## src/rtl/hdlc_frame_rx.sv

```systemverilog
module hdlc_frame_rx #(
  parameter int DATA_DEPTH = 8,
  parameter int STAT_DEPTH = 10,
  parameter int CNT_W      = 14
) (
  input  logic             clk,
  input  logic             rst_n,
  input  logic             bit_en,
  input  logic             rx_bit,
  input  logic             addr_en,
  input  logic [7:0]       station_addr,
  input  logic             rx_pop,
  output logic [7:0]       rx_data,
  output logic             rx_avail,
  input  logic             st_pop,
  output logic [CNT_W+4:0] st_word,
  output logic             st_avail
);
  localparam int SW  = CNT_W + 5;
  localparam int DAW = (DATA_DEPTH > 1) ? $clog2(DATA_DEPTH) : 1;
  localparam int DCW = $clog2(DATA_DEPTH + 1);
  localparam int SAW = (STAT_DEPTH > 1) ? $clog2(STAT_DEPTH) : 1;
  localparam int SCW = $clog2(STAT_DEPTH + 1);
  localparam logic [DCW-1:0] DFULL = DCW'(DATA_DEPTH);
  localparam logic [SCW-1:0] SFULL = SCW'(STAT_DEPTH);
  localparam logic [DAW-1:0] DLAST = DAW'(DATA_DEPTH - 1);
  localparam logic [SAW-1:0] SLAST = SAW'(STAT_DEPTH - 1);
  localparam logic [15:0] CRC_INIT = 16'hFFFF;
  localparam logic [15:0] CRC_GOOD = 16'hF0B8;
  localparam logic [15:0] CRC_POLY = 16'h8408;

  logic [2:0]       ones, dfill, bpos;
  logic             sync, ovr;
  logic [6:0]       dly;
  logic [7:0]       asm_q, h_old, h_new;
  logic [1:0]       nb;
  logic [15:0]      crc;
  logic [CNT_W-1:0] fcnt;

  logic [7:0]     dmem [DATA_DEPTH];
  logic [DAW-1:0] dwp, drp;
  logic [DCW-1:0] dcount;
  logic [SW-1:0]  smem [STAT_DEPTH];
  logic [SAW-1:0] swp, srp;
  logic [SCW-1:0] scount;

  wire is_flag  = bit_en & ~rx_bit & (ones == 3'd6);
  wire is_abort = bit_en &  rx_bit & (ones == 3'd6);
  wire is_stuff = bit_en & ~rx_bit & (ones == 3'd5);
  wire take     = bit_en & sync & ~is_flag & ~is_abort & ~is_stuff;
  wire emit     = take & (dfill == 3'd7);
  wire ob       = dly[0];
  wire byte_done = emit & (bpos == 3'd7);
  wire [7:0] nbyte = {ob, asm_q[7:1]};
  wire addr_ok  = ~addr_en | (nbyte == station_addr) | (nbyte == 8'hFF);
  wire addr_drop = byte_done & (nb == 2'd0) & ~addr_ok;
  wire d_wr     = byte_done & ~addr_drop & (nb == 2'd2);
  wire d_full   = (dcount == DFULL);
  wire d_push   = d_wr & ~d_full;
  wire d_pop    = rx_pop & (dcount != '0);
  wire fb       = crc[0] ^ ob;
  wire [15:0] crc_nx = {1'b0, crc[15:1]} ^ (fb ? CRC_POLY : 16'h0000);

  wire close     = is_flag & sync & (nb == 2'd2);
  wire abort_rep = is_abort & sync & (nb != 2'd0);
  wire st_wr     = close | abort_rep;
  wire [SW-1:0] st_in = {close & (crc != CRC_GOOD), abort_rep, ovr, close,
                         close & (bpos != 3'd0), fcnt};
  wire s_push = st_wr & (scount != SFULL);
  wire s_pop  = st_pop & (scount != '0);

  always_ff @(posedge clk or negedge rst_n) begin
    if (!rst_n) begin
      ones <= '0; sync <= 1'b0; dly <= '0; dfill <= '0; asm_q <= '0;
      bpos <= '0; nb <= '0; h_old <= '0; h_new <= '0; crc <= CRC_INIT;
      fcnt <= '0; ovr <= 1'b0;
    end else if (bit_en) begin
      ones <= rx_bit ? ((ones == 3'd7) ? 3'd7 : ones + 3'd1) : 3'd0;
      if (is_flag) begin
        sync <= 1'b1; dfill <= '0; bpos <= '0; nb <= '0;
        crc <= CRC_INIT; fcnt <= '0; ovr <= 1'b0;
      end else if (is_abort) begin
        sync <= 1'b0;
      end else if (take) begin
        dly <= {rx_bit, dly[6:1]};
        if (dfill != 3'd7) dfill <= dfill + 3'd1;
        if (emit) begin
          asm_q <= nbyte;
          bpos  <= bpos + 3'd1;
          crc   <= crc_nx;
        end
        if (byte_done) begin
          if (addr_drop) sync <= 1'b0;
          else begin
            if (nb != 2'd2) nb <= nb + 2'd1;
            h_old <= h_new;
            h_new <= nbyte;
            if (nb == 2'd2) begin
              fcnt <= fcnt + 1'b1;
              if (d_full) ovr <= 1'b1;
            end
          end
        end
      end
    end
  end

  always_ff @(posedge clk) begin
    if (d_push) dmem[dwp] <= h_old;
    if (s_push) smem[swp] <= st_in;
  end

  always_ff @(posedge clk or negedge rst_n) begin
    if (!rst_n) begin
      dwp <= '0; drp <= '0; dcount <= '0;
      swp <= '0; srp <= '0; scount <= '0;
    end else begin
      if (d_push) dwp <= (dwp == DLAST) ? '0 : dwp + 1'b1;
      if (d_pop)  drp <= (drp == DLAST) ? '0 : drp + 1'b1;
      dcount <= dcount + DCW'(d_push) - DCW'(d_pop);
      if (s_push) swp <= (swp == SLAST) ? '0 : swp + 1'b1;
      if (s_pop)  srp <= (srp == SLAST) ? '0 : srp + 1'b1;
      scount <= scount + SCW'(s_push) - SCW'(s_pop);
    end
  end

  assign rx_data  = dmem[drp];
  assign rx_avail = (dcount != '0);
  assign st_word  = smem[srp];
  assign st_avail = (scount != '0);
endmodule

```

## config.mk

```make
export PLATFORM = sky130hd
export DESIGN_NAME = hdlc_frame_rx
export DESIGN_NICKNAME = d
export VERILOG_FILES = /design/src/rtl/hdlc_frame_rx.sv
export SDC_FILE = /design/constraint.sdc
export NUM_CORES = 1
export LEC_CHECK = 0
export ABC_CLOCK_PERIOD_IN_PS = 12900
export CAP_MARGIN = 5
export CORE_MARGIN = 4
export CORE_UTILIZATION = 60
export CTS_CLUSTER_DIAMETER = 30
export DETAILED_ROUTE_END_ITERATION = 12
export MAX_ROUTING_LAYER = met4
export PLACE_DENSITY = 0.82
export SYNTH_ARGS = -nofsm -noshare
export SYNTH_HDL_FRONTEND = slang
export SYNTH_SLANG_ARGS = --single-unit
```

## constraint.sdc

```tcl
create_clock -name clk -period 12.9 [get_ports clk]
set_clock_uncertainty 0.05 [all_clocks]
set_input_delay 1.29 -clock clk [delete_from_list [all_inputs] [get_ports clk]]
set_output_delay 1.29 -clock clk [all_outputs]
set_load 0.02 [all_outputs]
```

Word-level counts from Yosys, hierarchy flattened
Memories as Yosys holds them, arrays and structs flattened.
Cells that the tools add are included.
- input port bits: 15
- logic and storage cells: 161
- output and inout bits: 29
- flip-flop bits (word level): 96
- RAM bits: 254
- memories kept: 2
- mux-type cells: 47
- equal/unequal tests: 19
- bitwise logic cells: 38
- add/sub/neg operators: 13
- reduce and logical (&&, ||, !) cells: 24
- memories (name ; depth ; bits a word ; rd ports ; clocked after Yosys merged registers in ; wr ports ; RTL line ; source):
    smem ; 10 ; 19 ; 1 ; 0 ; 1 ; 43 ; logic [SW-1:0] smem [STAT_DEPTH];
    dmem ; 8 ; 8 ; 1 ; 0 ; 1 ; 40 ; logic [7:0] dmem [DATA_DEPTH];
- operator list (operator ; number):
    $mux W14 ; 6
    $mux W16 ; 5
    $mux W3 ; 12
    $and A1 B1 Y1 ; 25
    $eq A3 B3 Y1 const B ; 7
    $reduce_and A6 Y1 ; 3
    $mux W1 ; 16
    $ne A16 B16 Y1 const B ; 1
    $reduce_and A4 Y1 ; 4
    $reduce_bool A2 Y1 ; 8
    $xor A15 B16 Y16 ; 1
    $add A3 B1 Y3 const B ; 5
    $add A14 B1 Y14 const B ; 1
    $eq A4 B4 Y1 const B ; 3
    $mux W2 ; 6
    $reduce_bool A3 Y1 ; 4
    $add A4 B1 Y4 ; 2
    $add A4 B1 Y4 const B ; 2
    $eq A8 B8 Y1 ; 1
    $eq A8 B8 Y1 const B ; 1
    $mux W4 ; 2
    $not A1 Y1 ; 8
    $reduce_bool A4 Y1 ; 2
    $sub A4 B1 Y4 ; 2
    other kinds (10) ; 14

Logic depth before layout (Yosys ltp)
- depth in word-level cells: 17
- mapped depth: 14
- depth with buffers taken out: 13

Least setup slack after synthesis
Ideal clock, no wire load.
- path kind: input to register
- start: input port rx_bit
- end: memory smem[1][0] (netlist name) (enable)
- arrival time: 4.162 ns
- buffers on the path: 0
- stages on the path: 4
- path slack: 8.244 ns
- path through: nand3_1 -> nor3_1 -> o211ai_1 -> nor4_1
- elaborated cells on any way between the ends: 13
- classes of those cells: 2 x mux; 11 x bitwise
- RTL lines (element ; RTL line ; source):
    start, declared ; 9 ; input logic rx_bit,
    $and A1 B1 Y1 (2 in series) ; 48 ; wire is_abort = bit_en & rx_bit & (ones == 3'd6);
    $and A1 B1 Y1 (2 in series) ; 65 ; wire abort_rep = is_abort & sync & (nb != 2'd0);
    named net abort_rep ; 65 ;
    $or A1 B1 Y1 ; 66 ; wire st_wr = close | abort_rep;
    $and A1 B1 Y1 ; 69 ; wire s_push = st_wr & (scount != SFULL);
    $mux W1 ; 110 ; if (s_push) smem[swp] <= st_in;
    $mux W1 (not written as such) ; 110 ;
    end, declared ; 43 ;
The timed path passes the listed nets, and every way through them passes these cells.

Final worst setup path
- start: register srp[0]
- end: output port st_word[0]
- longest elaborated chain between the ends: 1
- ends and longest elaborated chain (element ; RTL line ; source):
    start, declared ; 44 ; logic [SAW-1:0] swp, srp;
    start signal, assigned ; 122 ; if (s_pop) srp <= (srp == SLAST) ? '0 : srp + 1'b1;
    $mem_v2 Z10 W19 ; n/a ;
    end, declared ; 16 ; output logic [CNT_W+4:0] st_word,
No other way between the ends.

==> metrics.cfg <==
[outcome]
outcome=completed

[power_and_ir_drop]
leakage_nw=6.49
p_per_area_nw_per_um2=207
power_mw=3.54
peakVddDrop_mv=0.140

[sta]
drv_slew=0
finalCritPeriodShare_pct=39.2
grt_setup_unrepaired=no
worst_pin_slew_ns=1.15
final.setup.tns_ns=0
finalHoldViolations=0
slew_headroom_pct=23.6
setup_viol=0
period_minus_slack_ns=5.06
fmax_mhz=198
holdWs_ns=0.447

[setup_path]
crit_path_start_kind=flip-flop
critical_path_arrival_ns=3.72
critPathRequiredTime_ns=11.56
crit_path_max_fanout=47
cp-end-kind=primary output
critPathKind=reg2out

[synthesis]
synth-simple-area-share_pct=6.69
synth_area_leader_cell=edfxtp_1
synthFlopType=edfxtp_1
synth_cells=869
ys_seq_area_share_pct=69.7
syn_area_sq_um=14400
yosysTopAreaCellShare_pct=53.0
yosysWarnings=0
synth_edf_count=254
synth.top_cells.by_area=edfxtp_1 (53%), dfrtp_1 (14%), mux4_2 (8.5%), dfstp_2 (2.9%), mux2_2 (2.8%)
synth-seq-cells=349
synth_mux_area_share_pct=13.1
synth_top_family_by_area=multiplexers
syn-num-nets=913
netlist-cell-type-count=54
synthArstFlopShare_pct=27.2
synth-compound-area-share_pct=4.82
syn_avg_cell_area_sq_um=16.6
synth_xor_area_share_pct=1.16
synth_fa_ha_area_share_pct=2.63

[placed_design]
port_buffers=43
dp_hpwl_mm=16.7
globalplace.congestion=0.848
dpl_cell_area_sq_um=15200

[cts]
cts_hold_buf=0
post_cts_buffers=0
ctsHtreeMaxLevel=2
root_buffer=clkbuf_16
clkTransAtPathRegs_ns=0.05
cts.repair.resized=0
cts_buffers=55
cts.sinks=349
clockBufferDepth=3
worstSkewPairLatency_ns=0.57
cts_tree=done

[global_route]
grt_max_degree=65
antenna_found_initial=0
first_global_vias=8449
track_usage_pct=24.0
grt_pass1_wl_mm=47.8
grt.overflow.total=0

[die]
die_w_microns=163
core_sq_um=23500
die_height_microns=163
start_util_pct=61.1
dieArea_sq_um=26500
rows=56
io_pins=44

[layout]
area_delta_synth_final_pct=19.0
nNetsFinal=990
fill_cells=1405
final_core_utilization_pct=72.7
n_antenna_cell=0
stdcell_area_sq_um=17100
final_layout_size_suffix_gt1_share_pct=23.7

[drt]
drc=0
drtPass1Iterations=5
ant_nets=0
drt_iter0_markers=818
vias=8003
wl_per_cell_microns=22.5
drt-vias-per-instance=6.10
wirelength_mm=29.5

[worst_hold_path]
hold_class=reg2reg

[flow_run]
maxCapViolations=0

area by class of cell:
cell class | instances | area, sq um | area share (%)
clock buffer | 64 | 1440 | 8.41
clock inverter | 40 | 463 | 2.70
inverter | 33 | 124 | 0.724
multi-input combinational | 449 | 4120 | 24.1
sequential | 349 | 10000 | 58.6
tap | 319 | 399 | 2.33
timing repair buffer | 58 | 541 | 3.16
cell usage after synthesis (all sizes together) (4+ instances only):
| master | instances |
|---|---|
| a211oi | 19 |
| xnor2 | 15 |
| mux2i | 26 |
| or4 | 5 |
| dfrtp | 79 |
| o21ai | 16 |
| nor2 | 20 |
| and3 | 6 |
| nand2b | 5 |
| nand3 | 10 |
| xor2 | 4 |
| nor3 | 18 |
| a21o | 4 |
| edfxtp | 254 |
| nand3b | 4 |
| a21oi | 39 |
| nand4 | 11 |
| ha | 27 |
| mux2 | 36 |
| or3 | 5 |
| mux4 | 54 |
| inv | 33 |
| buf | 16 |
| dfstp | 16 |
| clkbuf | 22 |
| nand2 | 56 |
| and2 | 23 |
| o22a | 14 |
through the flow:
step                instances  setup slack [ns]
CTS                      1311              7.77
global placement         1207              7.87
floorplan                 869              8.24
finish                   1312              7.84
global route             1312              7.60
detailed placement       1207              7.66
cell usage in the layout, fill, tap and decap left out, drive strengths merged, types with 5 or more instances in the layout:
| master | count |
|---|---|
| edfxtp | 254 |
| dfrtp | 79 |
| clkbuf | 65 |
| nand2 | 56 |
| mux4 | 54 |
| clkdlybuf4s50 | 42 |
| inv | 40 |
| a21oi | 39 |
| mux2 | 36 |
| ha | 27 |
| mux2i | 26 |
| and2 | 23 |
| nor2 | 20 |
| a211oi | 19 |
| nor3 | 18 |
| dfstp | 16 |
| o21ai | 16 |
| clkinv | 16 |
| xnor2 | 15 |
| buf | 15 |
| o22a | 14 |
| clkinvlp | 11 |
| nand4 | 11 |
| nand3 | 10 |
| and3 | 6 |
| bufinv | 6 |
| or3 | 5 |
| nand2b | 5 |
| or4 | 5 |
state kept, by name, indices dropped and copies added (netlist names):
signal and count:
dfill 3, dwp 3, dcount 4, ones 3, srp 4, h_new 8, fcnt 14, h_old 8
sync 1, dly 7, nb 2, smem 190, drp 3, bpos 3, asm_q 7, ovr 1
dmem 64, scount 4, swp 4, crc 16
layer usage:
layer  up-vias  track usage [%]  routed length (microns)
met3        69             4.51                     2030
met4         0             7.93                      755
met2       357             37.8                    14900
met1      4055             32.2                    11700
li1       3522                -                        -
met5         -                -                        0
critical path, stage by stage, from the launching register on:
cell	delay [ns]
dfrtp_4	0.59
buf_4	0.74
mux4_2	0.60
and2_1	0.19
a211oi_1	0.35
a21oi_1	0.07
clkdlybuf4s50_1	0.56
worst paths after layout:
kind	start	to	slack [ns]	depth (start not counted)
max	srp[0]	st_word[0]	7.84	6
min	dly[3]	dly[3]	0.45	1
max reg2reg	ones[0]	smem[7][1]	9.19	8
min reg2reg	dly[3]	dly[3]	0.45	1
max in group asynchronous	rst_n	srp[0]	10.95	2
min in group asynchronous	rst_n	h_new[1]	0.60	1
power breakdown:
group / switching (mW) / internal, mW
registers: 0.107 / 1.28
logic: 0.340 / 0.333
clock network: 0.540 / 0.933
cell families (layout without fill, tap and decap cells):
logic type | count (synthesis) | after routing
muxes | 116 | 116
buffers and inverters | 71 | 195
and+or+nand+nor | 178 | 178
xor gates and xnor gates | 19 | 19
AOI/OAI and AO/OA | 107 | 107
DFF | 349 | 349
adders and majority gates | 29 | 29
(Power assumes the default switching activity.)
